--- src/rtl/wcs_pkg.sv ---
package wcs_pkg;
  // events seen on the synchronised bus
  typedef struct packed {
    logic sclRise;
    logic sclFall;
    logic start;
    logic stop;
    logic byteFull;
    logic txLast;
  } busEv_t;

  // strobes from control into datapath
  typedef struct packed {
    logic shiftIn;
    logic clrCnt;
    logic captureInstr;
    logic captureData;
    logic loadTx;
    logic shiftTx;
  } dpCtl_t;

  typedef enum logic [2:0] {
    ST_IDLE, ST_ADDR, ST_INSTR, ST_DATA, ST_ACK, ST_READ, ST_WAIT
  } state_t;

  localparam logic [4:0] ADDR_PREFIX = 5'b01011;
endpackage

--- src/rtl/wcs_dp.sv ---
module wcs_dp
  import wcs_pkg::*;
#(
  parameter int SYNC_STAGES = 2,
  parameter int BYTE_W      = 8
) (
  input  logic              clk,
  input  logic              rstN,
  input  logic              sclIn,
  input  logic              sdaIn,
  input  dpCtl_t            ctl,
  input  logic [BYTE_W-1:0] rdData,
  output busEv_t            ev,
  output logic [BYTE_W-1:0] rxByte,
  output logic [BYTE_W-1:0] instrByte,
  output logic [BYTE_W-1:0] dataByte,
  output logic              txNext
);
  localparam int CNT_W = $clog2(BYTE_W + 1);

  // synchroniser stages plus one history stage per line
  logic [SYNC_STAGES:0] sclPipe, sdaPipe;
  logic [CNT_W-1:0]     bitCnt;
  logic [BYTE_W-1:0]    txShift;
  logic sclNow, sclOld, sdaNow, sdaOld;

  always_ff @(posedge clk or negedge rstN) begin
    if (!rstN) begin
      sclPipe <= '1;
      sdaPipe <= '1;
    end else begin
      sclPipe <= {sclPipe[SYNC_STAGES-1:0], sclIn};
      sdaPipe <= {sdaPipe[SYNC_STAGES-1:0], sdaIn};
    end
  end

  assign sclNow = sclPipe[SYNC_STAGES-1];
  assign sclOld = sclPipe[SYNC_STAGES];
  assign sdaNow = sdaPipe[SYNC_STAGES-1];
  assign sdaOld = sdaPipe[SYNC_STAGES];

  always_comb begin
    ev.sclRise  = sclNow & ~sclOld;
    ev.sclFall  = ~sclNow & sclOld;
    ev.start    = sclNow & sclOld & sdaOld & ~sdaNow;
    ev.stop     = sclNow & sclOld & ~sdaOld & sdaNow;
    ev.byteFull = (bitCnt == CNT_W'(BYTE_W));
    ev.txLast   = (bitCnt == CNT_W'(BYTE_W - 1));
  end

  always_ff @(posedge clk or negedge rstN) begin
    if (!rstN) begin
      bitCnt    <= '0;
      rxByte    <= '0;
      txShift   <= '0;
      instrByte <= '0;
      dataByte  <= '0;
    end else begin
      if (ctl.clrCnt)                      bitCnt <= '0;
      else if (ctl.shiftIn || ctl.shiftTx) bitCnt <= bitCnt + 1'b1;
      if (ctl.shiftIn)      rxByte    <= {rxByte[BYTE_W-2:0], sdaNow};
      if (ctl.loadTx)       txShift   <= rdData;
      else if (ctl.shiftTx) txShift   <= {txShift[BYTE_W-2:0], 1'b0};
      if (ctl.captureInstr) instrByte <= rxByte;
      if (ctl.captureData)  dataByte  <= rxByte;
    end
  end

  assign txNext = txShift[BYTE_W-2];
endmodule

--- src/rtl/wcs_ctrl.sv ---
module wcs_ctrl
  import wcs_pkg::*;
#(
  parameter int BYTE_W = 8
) (
  input  logic              clk,
  input  logic              rstN,
  input  busEv_t            ev,
  input  logic [BYTE_W-1:0] rxByte,
  input  logic [1:0]        strapAddr,
  input  logic              storeBusy,
  input  logic              rdMsb,
  input  logic              txNext,
  output dpCtl_t            ctl,
  output logic              sdaOe,
  output logic              cmdValid
);
  state_t st, stNx, afterAck, afterAckNx;
  logic   oeNx, validNx;
  logic   addrHit;

  assign addrHit = (rxByte[BYTE_W-1:1] == {ADDR_PREFIX, strapAddr});

  always_comb begin
    ctl        = '0;
    stNx       = st;
    afterAckNx = afterAck;
    oeNx       = sdaOe;
    validNx    = 1'b0;
    if (ev.start) begin
      stNx       = ST_ADDR;
      ctl.clrCnt = 1'b1;
      oeNx       = 1'b0;
    end else if (ev.stop) begin
      stNx = ST_IDLE;
      oeNx = 1'b0;
    end else begin
      unique case (st)
        ST_ADDR, ST_INSTR, ST_DATA: begin
          if (ev.sclRise && !ev.byteFull) begin
            ctl.shiftIn = 1'b1;
          end else if (ev.sclFall && ev.byteFull) begin
            ctl.clrCnt = 1'b1;
            if (st == ST_ADDR) begin
              if (addrHit) begin
                oeNx       = 1'b1;
                stNx       = ST_ACK;
                afterAckNx = rxByte[0] ? ST_READ : ST_INSTR;
              end else begin
                stNx = ST_WAIT;
              end
            end else if (st == ST_INSTR) begin
              if (storeBusy) begin
                stNx = ST_WAIT;
              end else begin
                ctl.captureInstr = 1'b1;
                oeNx             = 1'b1;
                stNx             = ST_ACK;
                afterAckNx       = ST_DATA;
              end
            end else begin
              ctl.captureData = 1'b1;
              validNx         = 1'b1;
              oeNx            = 1'b1;
              stNx            = ST_ACK;
              afterAckNx      = ST_WAIT;
            end
          end
        end
        ST_ACK: begin
          if (ev.sclFall) begin
            stNx = afterAck;
            oeNx = 1'b0;
            if (afterAck == ST_READ) begin
              ctl.loadTx = 1'b1;
              oeNx       = ~rdMsb;
            end
          end
        end
        ST_READ: begin
          if (ev.sclFall) begin
            if (ev.txLast) begin
              oeNx = 1'b0;
              stNx = ST_WAIT;
            end else begin
              ctl.shiftTx = 1'b1;
              oeNx        = ~txNext;
            end
          end
        end
        default: ;
      endcase
    end
  end

  always_ff @(posedge clk or negedge rstN) begin
    if (!rstN) begin
      st       <= ST_IDLE;
      afterAck <= ST_IDLE;
      sdaOe    <= 1'b0;
      cmdValid <= 1'b0;
    end else begin
      st       <= stNx;
      afterAck <= afterAckNx;
      sdaOe    <= oeNx;
      cmdValid <= validNx;
    end
  end
endmodule

--- src/rtl/wcs_top.sv ---
module wcs_top
  import wcs_pkg::*;
#(
  parameter int DATA_W      = 8,
  parameter int SYNC_STAGES = 2
) (
  input  logic              clk,
  input  logic              rstN,
  input  logic              sclIn,
  input  logic              sdaIn,
  input  logic [1:0]        strapAddr,
  input  logic              storeBusy,
  input  logic [7:0]        rdData,
  output logic              sdaOe,
  output logic              cmdValid,
  output logic [3:0]        cmdOpcode,
  output logic [1:0]        cmdChannel,
  output logic [DATA_W-1:0] cmdData,
  output logic [1:0]        rdSel
);
  localparam int BYTE_W = 8;

  busEv_t            ev;
  dpCtl_t            ctl;
  logic [BYTE_W-1:0] rxByte, instrByte, dataByte;
  logic              txNext;
  logic              unusedBits;

  wcs_dp #(.SYNC_STAGES(SYNC_STAGES), .BYTE_W(BYTE_W)) u_dp (
    .clk(clk), .rstN(rstN), .sclIn(sclIn), .sdaIn(sdaIn), .ctl(ctl),
    .rdData(rdData), .ev(ev), .rxByte(rxByte), .instrByte(instrByte),
    .dataByte(dataByte), .txNext(txNext)
  );

  wcs_ctrl #(.BYTE_W(BYTE_W)) u_ctrl (
    .clk(clk), .rstN(rstN), .ev(ev), .rxByte(rxByte), .strapAddr(strapAddr),
    .storeBusy(storeBusy), .rdMsb(rdData[BYTE_W-1]), .txNext(txNext),
    .ctl(ctl), .sdaOe(sdaOe), .cmdValid(cmdValid)
  );

  assign cmdOpcode  = instrByte[7:4];
  assign cmdChannel = instrByte[1:0];
  assign rdSel      = instrByte[1:0];
  assign cmdData    = dataByte[DATA_W-1:0];
  assign unusedBits = ^{instrByte[3:2], dataByte};
endmodule

--- config.mk ---
export PLATFORM = sky130hd
export DESIGN_NAME = wcs_top
export DESIGN_NICKNAME = d
export VERILOG_FILES = /design/src/rtl/wcs_pkg.sv /design/src/rtl/wcs_dp.sv /design/src/rtl/wcs_ctrl.sv /design/src/rtl/wcs_top.sv
export SDC_FILE = /design/constraint.sdc
export NUM_CORES = 1
export LEC_CHECK = 0
export BUFFER_PORTS_ARGS = -buffer_cell sky130_fd_sc_hd__buf_2
export CAP_MARGIN = 30
export CORE_MARGIN = 2
export CORE_UTILIZATION = 56
export CTS_CLUSTER_DIAMETER = 40
export DETAILED_ROUTE_END_ITERATION = 7
export GPL_ROUTABILITY_DRIVEN = 0
export PLACE_DENSITY_LB_ADDON = 0.3
export SETUP_SLACK_MARGIN = 0.4
export SKIP_LAST_GASP = 1
export SYNTH_ARGS = -nofsm -noshare
export SYNTH_HDL_FRONTEND = slang
export SYNTH_SLANG_ARGS = --single-unit
--- constraint.sdc ---
create_clock -name clk -period 2.3 [get_ports clk]
set_input_delay 0.345 -clock clk [delete_from_list [all_inputs] [get_ports clk]]
set_output_delay 0.345 -clock clk [all_outputs]
set_load 0.01 [all_outputs]
# Yosys cells after proc, flatten, opt, wreduce, memory -nomap -nowiden
# Index checks and enable logic that the tools add are counted.
# Widths: inputs -> output; s select.
op_classes:
  addsub: 1
  n_eq_ne: 18
  n_mux: 58
  n_bitwise: 16
  reduce_logical: 11
op_table:
  columns: ["operator", "count"]
  rows:
  - ["$mux 3", 15]
  - ["$mux 1", 30]
  - ["$mux 4", 4]
  - ["$mux 7", 2]
  - ["$reduce_and 7->1", 2]
  - ["$ne 4x3->1 const B", 3]
  - ["$eq 3x3->1 const B", 3]
  - ["$not 1->1", 9]
  - ["$pmux 3 s3", 1]
  - ["$mux 2", 4]
  - ["$ne 4x4->1 const B", 2]
  - ["$and 1x1->1", 7]
  - ["$eq 7x6->1", 1]
  - ["$eq 3x2->1 const B", 2]
  - ["$mux 6", 1]
  - ["$ne 6x5->1 const B", 1]
  - ["$reduce_and 6->1", 1]
  - ["$ne 5x4->1 const B", 1]
  - ["$reduce_bool 5->1", 1]
  - ["$add 4x1->4 const B", 1]
  - ["$eq 4x3->1 const B", 1]
  - ["$eq 4x4->1 const B", 1]
  - ["$reduce_bool 2->1", 2]
  - ["$eq 3x1->1 const B", 1]
  - ["7 further kinds", 8]
word_totals:
  ff_bits: 49
  inputBits: 15
  elab_cells: 115

# Depth between registers and ports, before layout
# Gate-level depths: netlist of run 1.
logic_depth:
  depth_word: 11
  mapped_depth: 7
  ltp_nobuf: 6

# By module
# A second synthesis of run 1 with hierarchy kept.
unflattened:
  hier_cells: 184
  hier_area_um2: 2227.1
modules_own_cells:
  columns: ["mod", "n_inst", "cells_per_inst", "area_each_um2"]
  rows:
  - ["wcs_dp", 1, 117, 1616.6]
  - ["wcs_ctrl", 1, 65, 595.6]
  - ["wcs_top", 1, 2, 15.0]

# Worst setup path after synthesis of run 1
# No wires, ideal clock.
synth_timing:
  kind: "register to register"
  start: "reg u_dp.bitCnt[0]"
  end: "reg u_ctrl.afterAck[0]"
  t_arrival_ns: 1.783
  setup_slack_ns: 0.392
  path_stages_with_launch: 7
  path_buffers: 0
  synth_period_minus_slack_ns: 1.908
  cell_sequence: "dfrtp_1 > inv_1 > ha_1 > nand3b_4 > or4_4 > a21o_4 > mux2_4"
synth_via:
  elab_chain_cells: 5
  word_cells_on_any_way: 6
synth_lines:
  columns: ["element", "line_no", "text"]
  rows:
  - ["start: declaration", "wcs_dp.sv:23", "logic [CNT_W-1:0] bitCnt;"]
  - ["start signal: assignment", "wcs_dp.sv:60", "else if (ctl.shiftIn || ctl.shiftTx) bitCnt <= bitCnt + 1'b1;"]
  - ["$eq 4x4->1 (*)", "wcs_dp.sv:47", "ev.byteFull = (bitCnt == CNT_W'(BYTE_W));"]
  - ["$logic_not 1->1", "wcs_ctrl.sv:40", "if (ev.sclRise && !ev.byteFull) begin"]
  - ["$logic_and 1x1->1", "wcs_ctrl.sv:40", null]
  - ["$not 1->1 (no line)", null, null]
  - ["$reduce_and 7->1 (no line) (*)", null, null]
  - ["end signal: assignment", "wcs_ctrl.sv:104", "afterAck <= afterAckNx;"]
  - ["end: declaration", "wcs_ctrl.sv:18", "state_t st, stNx, afterAck, afterAckNx;"]
# Every way passes the cells marked *; elsewhere a longest branch is shown, timed or not.
# A chain may end at the register's enable or synchronous reset.

# Final worst setup path of run 1
# Same ends and word-level chain as after synthesis.

==> impl_metrics.env, run 1 <==
export IMPL_reg2reg_slack_ps=440
export IMPL_hold_buffers=0
export IMPL_port_buffers=32
export IMPL_power_density_mw_per_mm2=950
export IMPL_worst_slew_pin_slew_ps=573
export IMPL_dpl_cell_area_mm2=0.00244
export IMPL_synthMuxAreaShare=0.117
export IMPL_synth_top_family_by_area="simple AND/OR/NAND/NOR gates"
export IMPL_cp_end_kind="flip-flop"
export IMPL_rsz0062_at_grt="false"
export IMPL_grt_usage=0.218
export IMPL_setup_violations_final=0
export IMPL_fin_crit_sh=0.810
export IMPL_die_y_um=67.3
export IMPL_final_cell_mix="dfrtp_1 (39), buf_2 (32), nand2_1 (28), mux2_2 (14), nor2_1 (12)"
export IMPL_cts_sinks=47
export IMPL_holdCritPathClass="in2async"
export IMPL_leakage_nw=1.28
export IMPL_grt_overflow=0
export IMPL_num_antenna_cells=0
export IMPL_ant_nets=0
export IMPL_routedWlPerCell_um=14.6
export IMPL_grt_max_degree=48
export IMPL_synthCells=205
export IMPL_synth_edf_count=0
export IMPL_ioPinCount=33
export IMPL_r2r_cells=6
export IMPL_first_iter_violations=139
export IMPL_r2r_start="u_dp.bitCnt[0]$_DFFE_PN0P_"
export IMPL_crit_path_max_fanout=4
export IMPL_status="complete, no violations"
export IMPL_ys_ff_latch=47
export IMPL_syn_avg_cell_area_um2=11.0
export IMPL_crit_buf_inv=1
export IMPL_dieArea_mm2=0.00454
export IMPL_grt_antenna_before_repair=0
export IMPL_critPathLaunch="u_dp.bitCnt[0]$_DFFE_PN0P_"
export IMPL_fin_util=0.652
export IMPL_ys_flop_type="dfrtp_1"
export IMPL_final_common_cell="dfrtp_1"
export IMPL_synth_compound_area_frac=0.102
export IMPL_netlist_area_mm2=0.00225
export IMPL_critical_path_required_ps=2490
export IMPL_cts_root_buffer="clkbuf_8"
export IMPL_hpwl_mm=2.96
export IMPL_peakVddDrop_mv=0.513
export IMPL_max_slew_margin=0.618
export IMPL_synth_simple_area_share=0.195
export IMPL_yosysWarnings=0
export IMPL_drc=0
export IMPL_async_reset_ff_frac=1.00
export IMPL_drt_wl_total_mm=4.26
export IMPL_max_cap_violations=0
export IMPL_synth_top_cell_area_share=0.457
export IMPL_drive_gt1_frac=0.360
export IMPL_reg2reg_to="u_ctrl.afterAck[0]$_DFFE_PN0P_"
export IMPL_arrival_ps=2050
export IMPL_grt_pass1_wl_mm=7.26
export IMPL_clkLatencyLatePin_ps=300
export IMPL_crit_slowest_cell="or4_4"
export IMPL_start_kind="flip-flop"
export IMPL_synth_net_count=222
export IMPL_worstSetupPathType="reg2reg"
export IMPL_numCtsBuffers=5
export IMPL_finalMaxSlewViolations=0
export IMPL_grt_pass1_vias=1560
export IMPL_avgViaCountPerCell=5.59
export IMPL_finish_instance_area_mm2=0.00257
export IMPL_critPathCapture="u_ctrl.afterAck[0]$_DFFE_PN0P_"
export IMPL_clk_path_buf_depth=2
export IMPL_ys_types=47
export IMPL_path_delay_family="simple AND/OR/NAND/NOR gates"
export IMPL_synth_fa_ha_area_frac=0.0111
export IMPL_finalCriticalPeriod_ps=1860
export IMPL_crit_chain="inv_2, ha_4, nand3b_4, or4_4, a21o_4, mux2_4"
export IMPL_path_clk_slew_ps=90
export IMPL_htreeDepth=2
export IMPL_initial_core_util=0.570
export IMPL_clock_skew_ps=5.48
export IMPL_tns_ps=0
export IMPL_rows=23
export IMPL_firstDrtPassIters=4
export IMPL_core_mm2=0.00394
export IMPL_hold_viol=0
export IMPL_yosysSeqAreaShare=0.527
export IMPL_die_w_um=67.3
export IMPL_synth_xor_xnor_area_share=0.0117
export IMPL_fin_nets=258
export IMPL_max_freq_mhz=537
export IMPL_cts_tree="built"
export IMPL_vias=1631
export IMPL_path_depth=6
export IMPL_yosys_area_top_type="dfrtp_1"
export IMPL_cpPeakStageDelay_ps=540
export IMPL_synth_area_leaders="dfrtp_1 (46%), dfstp_2 (7.0%), mux2_2 (7.0%)"
export IMPL_area_growth_synth_to_final_pct=14.4
[synth_stat cells (2+ instances only)]
master,n
mux2i_1,6
dfstp_2,6
nand2b_1,3
ha_1,2
nand3_1,8
nand3b_1,2
and3_1,3
a21oi_1,11
inv_1,8
nand2_1,28
clkbuf_1,3
nor2b_1,4
mux2_4,3
dfrtp_1,41
mux2_2,14
or2b_2,2
and4bb_2,2
buf_4,4
a211oi_1,4
buf_2,2
nand4_1,5
nor3_1,3
o21bai_1,2
xnor2_1,3
nor2_1,12
o21ai_0,3
[state kept, by name, indices dropped and copies added (netlist names)]
register,flops
u_ctrl.afterAck,3
u_ctrl.cmdValid,1
u_ctrl.sdaOe,1
u_ctrl.st,3
u_dp.bitCnt,4
u_dp.dataByte,8
u_dp.instrByte,6
u_dp.rxByte,8
u_dp.sclPipe,3
u_dp.sdaPipe,3
u_dp.txShift,7
[where the power goes]
part	switching (mW)	total [mW]	internal [mW]
combinational	0.352	0.704	0.352
clock	0.265	0.478	0.212
sequential	0.225	1.26	1.03
[through the flow]
stage / cells / hold slack (ps) / total power, mW / setup WS (ps)
floorplan: 205 / 49.4 / 1.74 / 403
global placement: 280 / 346 / 1.89 / 361
detailed placement: 280 / 353 / 1.91 / 320
CTS: 290 / 132 / 2.44 / 402
global route: 292 / 129 / 2.62 / 399
finish: 292 / 125 / 2.44 / 437
[metal layers]
metal / global-route usage / up-vias / wire [um]
met2: 0.339 / 33 / 2050
met1: 0.296 / 794 / 1960
li1: - / 796 / -
met4: 0.102 / 0 / 85
met5: 0 / - / 0
met3: 0.0433 / 8 / 154
[repair_timing]
item	in CTS	in global routing
pin swaps	0	0
resized for setup	3	4
endpoints found under the hold margin	0	0
setup endpoints to repair	9	9
buffers inserted	2	2
gates cloned	0	0
[worst reg2reg max path: stages, from the launching register on]
cell and delay [ps]:
dfrtp_1 390, inv_2 90, ha_4 140, nand3b_4 90, or4_4 540, a21o_4 220
mux2_4 290
[how the worst min path moves through the flow]
stage,slack [ps],from,cells after the start,to
global placement,350,u_dp.sclPipe[0]$_DFF_PN1_,0,u_dp.sclPipe[1]$_DFF_PN1_
finish,130,rstN,2,u_dp.instrByte[0]$_DFFE_PN0P_
global route,130,sclIn,1,u_dp.sclPipe[0]$_DFF_PN1_
detailed placement,350,u_dp.sclPipe[0]$_DFF_PN1_,0,u_dp.sclPipe[1]$_DFF_PN1_
floorplan,50,rstN,0,u_ctrl.afterAck[0]$_DFFE_PN0P_
CTS,130,sdaIn,1,u_dp.sdaPipe[0]$_DFF_PN1_
[logic make-up after synthesis]
logic type	after synthesis
AO/OA/AOI/OAI	33
flip-flops	47
adder cells (fa/ha/maj)	2
AND/OR/NAND/NOR	80
buffers and inverters	17
XOR/XNOR	3
multiplexers	23
[final cells by class]
class,instances,area [um^2]
Fill cell,306,1370
Clock buffer,6,72.6
Clock inverter,2,12.5
Inverter,8,30.0
Tap cell,50,62.6
Timing Repair Buffer,38,205
Multi-Input combinational cell,141,1000
Sequential cell,47,1190
(Power assumes the default switching activity.)
==> run 2: changes to the inputs <==
- CORE_UTILIZATION: 56 -> 51
- clock period: 2.3 -> 1.7 ns (I/O delays scaled with it)
==> run 2 against run 1 <==
Effect of this change:
- the run now ends with setup timing left
- worst setup slack got worse by 560 ps
- final area increased by 25%
- critical endpoint is now u_ctrl.afterAck[1]$_DFFE_PN0P_
- critical path type unchanged
- global-route usage increased by 0.41 points
- largest cell class is now multi-input combinational cells
==> impl_metrics.env, run 2 (synthesized netlist as in run 1, its figures left out) <==
export IMPL_status="finished with violations"
export IMPL_violations="setup timing"
export IMPL_worst_slew_pin_slew_ps=575
export IMPL_grt_antenna_before_repair=0
export IMPL_die_y_um=70.4
export IMPL_crit_slowest_cell="dfstp_2"
export IMPL_grt_use_met2=0.377
export IMPL_power_density_mw_per_mm2=1290
export IMPL_tns_ps=-342
export IMPL_hold_buffers=0
export IMPL_crit_path_max_fanout=3
export IMPL_area_growth_synth_to_final_pct=42.5
export IMPL_rows=24
export IMPL_finish_instance_area_mm2=0.00320
export IMPL_grt_max_degree=48
export IMPL_hold_viol=0
export IMPL_r2r_cells=4
export IMPL_reg2reg_slack_ps=-120
export IMPL_multi_input_area_mm2=0.00122
export IMPL_final_cell_mix="dfrtp_1 (41), buf_4 (33), buf_2 (32), nand2_1 (22), buf_6 (15)"
export IMPL_max_cap_violations=0
export IMPL_initial_core_util=0.523
export IMPL_max_freq_mhz=550
export IMPL_die_w_um=70.4
export IMPL_numCtsBuffers=5
export IMPL_finalCriticalPeriod_ps=1820
export IMPL_path_delay_family="simple AND/OR/NAND/NOR gates"
export IMPL_r2r_start="u_dp.sclPipe[2]$_DFF_PN1_"
export IMPL_finalWorstSetupSlack_ps=-119
export IMPL_grt_pass1_vias=1813
export IMPL_fin_hold_ws_ps=18.4
export IMPL_clk_path_buf_depth=2
export IMPL_drt_wl_total_mm=5.76
export IMPL_routedWlPerCell_um=17.0
export IMPL_place_inst=306
export IMPL_max_slew_margin=0.617
export IMPL_num_antenna_cells=0
export IMPL_reg2reg_to="u_ctrl.afterAck[1]$_DFFE_PN0P_"
export IMPL_rsz0062_at_grt="true"
export IMPL_holdCritPathClass="in2async"
export IMPL_htreeDepth=2
export IMPL_fin_crit_sh=1.07
export IMPL_avgViaCountPerCell=5.48
export IMPL_ioPinCount=33
export IMPL_cts_sinks=47
export IMPL_first_iter_violations=146
export IMPL_grt_overflow=0
export IMPL_nFillCells=305
export IMPL_drive_gt1_frac=0.554
export IMPL_firstDrtPassIters=4
export IMPL_arrival_ps=2020
export IMPL_grt_use_met3=0.0476
export IMPL_register_area_mm2=0.00118
export IMPL_finalMaxSlewViolations=0
export IMPL_cpPeakStageDelay_ps=580
export IMPL_peakVddDrop_mv=0.861
export IMPL_setup_violations_final=3
export IMPL_top_regs="u_dp.dataByte: 8 flops, u_dp.rxByte: 8 flops, u_dp.txShift: 7 flops"
export IMPL_final_common_cell="dfrtp_1"
export IMPL_hpwl_mm=3.40
export IMPL_cp_end_kind="flip-flop"
export IMPL_crit_chain="nand2b_4, or4_4, a21o_4, mux2_4"
export IMPL_start_kind="flip-flop"
export IMPL_grt_pass1_wl_mm=8.45
export IMPL_grt_busiest_layer="met2"
export IMPL_dpl_cell_area_mm2=0.00270
export IMPL_drc=0
export IMPL_crit_buf_inv=0
export IMPL_fin_nets=303
export IMPL_core_mm2=0.00429
export IMPL_vias=1857
export IMPL_cts_tree="built"
export IMPL_dieArea_mm2=0.00495
export IMPL_path_clk_slew_ps=90
export IMPL_clkLatencyLatePin_ps=310
export IMPL_critical_path_required_ps=1900
export IMPL_leakage_nw=1.58
export IMPL_grt_usage=0.222
export IMPL_fin_cells=339
export IMPL_port_buffers=32
export IMPL_power_mw=4.14
export IMPL_clock_skew_ps=4.86
export IMPL_grtUsageMet1=0.280
export IMPL_cts_root_buffer="clkbuf_8"
export IMPL_ant_nets=0
export IMPL_worstSetupPathType="reg2reg"
==> run 2: cell count changes in the layout (fill, tap and decap cells not counted), sizes merged <==
cell / previous run / this run
buf: 38 / 82
clkinv: 1 / 0
inv: 8 / 9
nand3: 8 / 9
==> run 2: what timing repair did <==
action | 4_1_cts | 5_1_grt
setup buffers | 11 | 12
cloned | 1 | 1
pin swaps | 6 | 19
setup endpoints to repair | 41 | 41
gates resized for setup | 34 | 21
==> run 2: layer usage <==
layer | vias to the layer above | wire, um
met5 | - | 0
met4 | 0 | 129
met3 | 12 | 204
met2 | 48 | 2990
met1 | 914 | 2430
li1 | 883 | -
==> run 2: worst max path at each step <==
stage,start,to,depth (start not counted)
floorplan,u_dp.bitCnt[0]$_DFFE_PN0P_,u_ctrl.afterAck[0]$_DFFE_PN0P_,6
global placement,u_ctrl.st[2]$_DFFE_PN0P_,u_ctrl.afterAck[0]$_DFFE_PN0P_,4
detailed placement,u_ctrl.st[2]$_DFFE_PN0P_,u_ctrl.afterAck[0]$_DFFE_PN0P_,4
CTS,u_ctrl.st[1]$_DFFE_PN0P_,u_ctrl.afterAck[2]$_DFFE_PN0P_,4
global route,u_dp.sclPipe[2]$_DFF_PN1_,u_ctrl.afterAck[1]$_DFFE_PN0P_,4
finish,u_dp.sclPipe[2]$_DFF_PN1_,u_ctrl.afterAck[1]$_DFFE_PN0P_,4
==> run 2: metrics by stage <==
stage          worst slack (ps)   util
3_5_place_dp              -86.6  0.628
5_1_grt                    -145  0.746
4_1_cts                   -70.1  0.706
3_3_place_gp              -54.0  0.628
2_1_floorplan             -78.4      -
6_report                   -119  0.746
==> run 2: area by class of cell <==
type                       count  share of cell area
multi-input combinational    142               0.382
clock buffer                   6              0.0227
timing repair buffer          82               0.191
clock inverter                 2             0.00508
inverter                       8             0.00938
sequential                    47               0.370
tap                           52              0.0203
==> run 2: worst reg2reg max path, cell delays in order (launching register included) <==
cell,delay (ps)
dfstp_2,580
nand2b_4,80
or4_4,540
a21o_4,220
mux2_4,290
==> run 2: report_power, final <==
| group | leakage (nW) | switching, mW | total, mW | internal (mW) |
|---|---|---|---|---|
| clock network | 0.0418 | 0.400 | 0.696 | 0.296 |
| registers | 0.601 | 0.253 | 1.65 | 1.40 |
| logic | 0.936 | 0.867 | 1.80 | 0.934 |
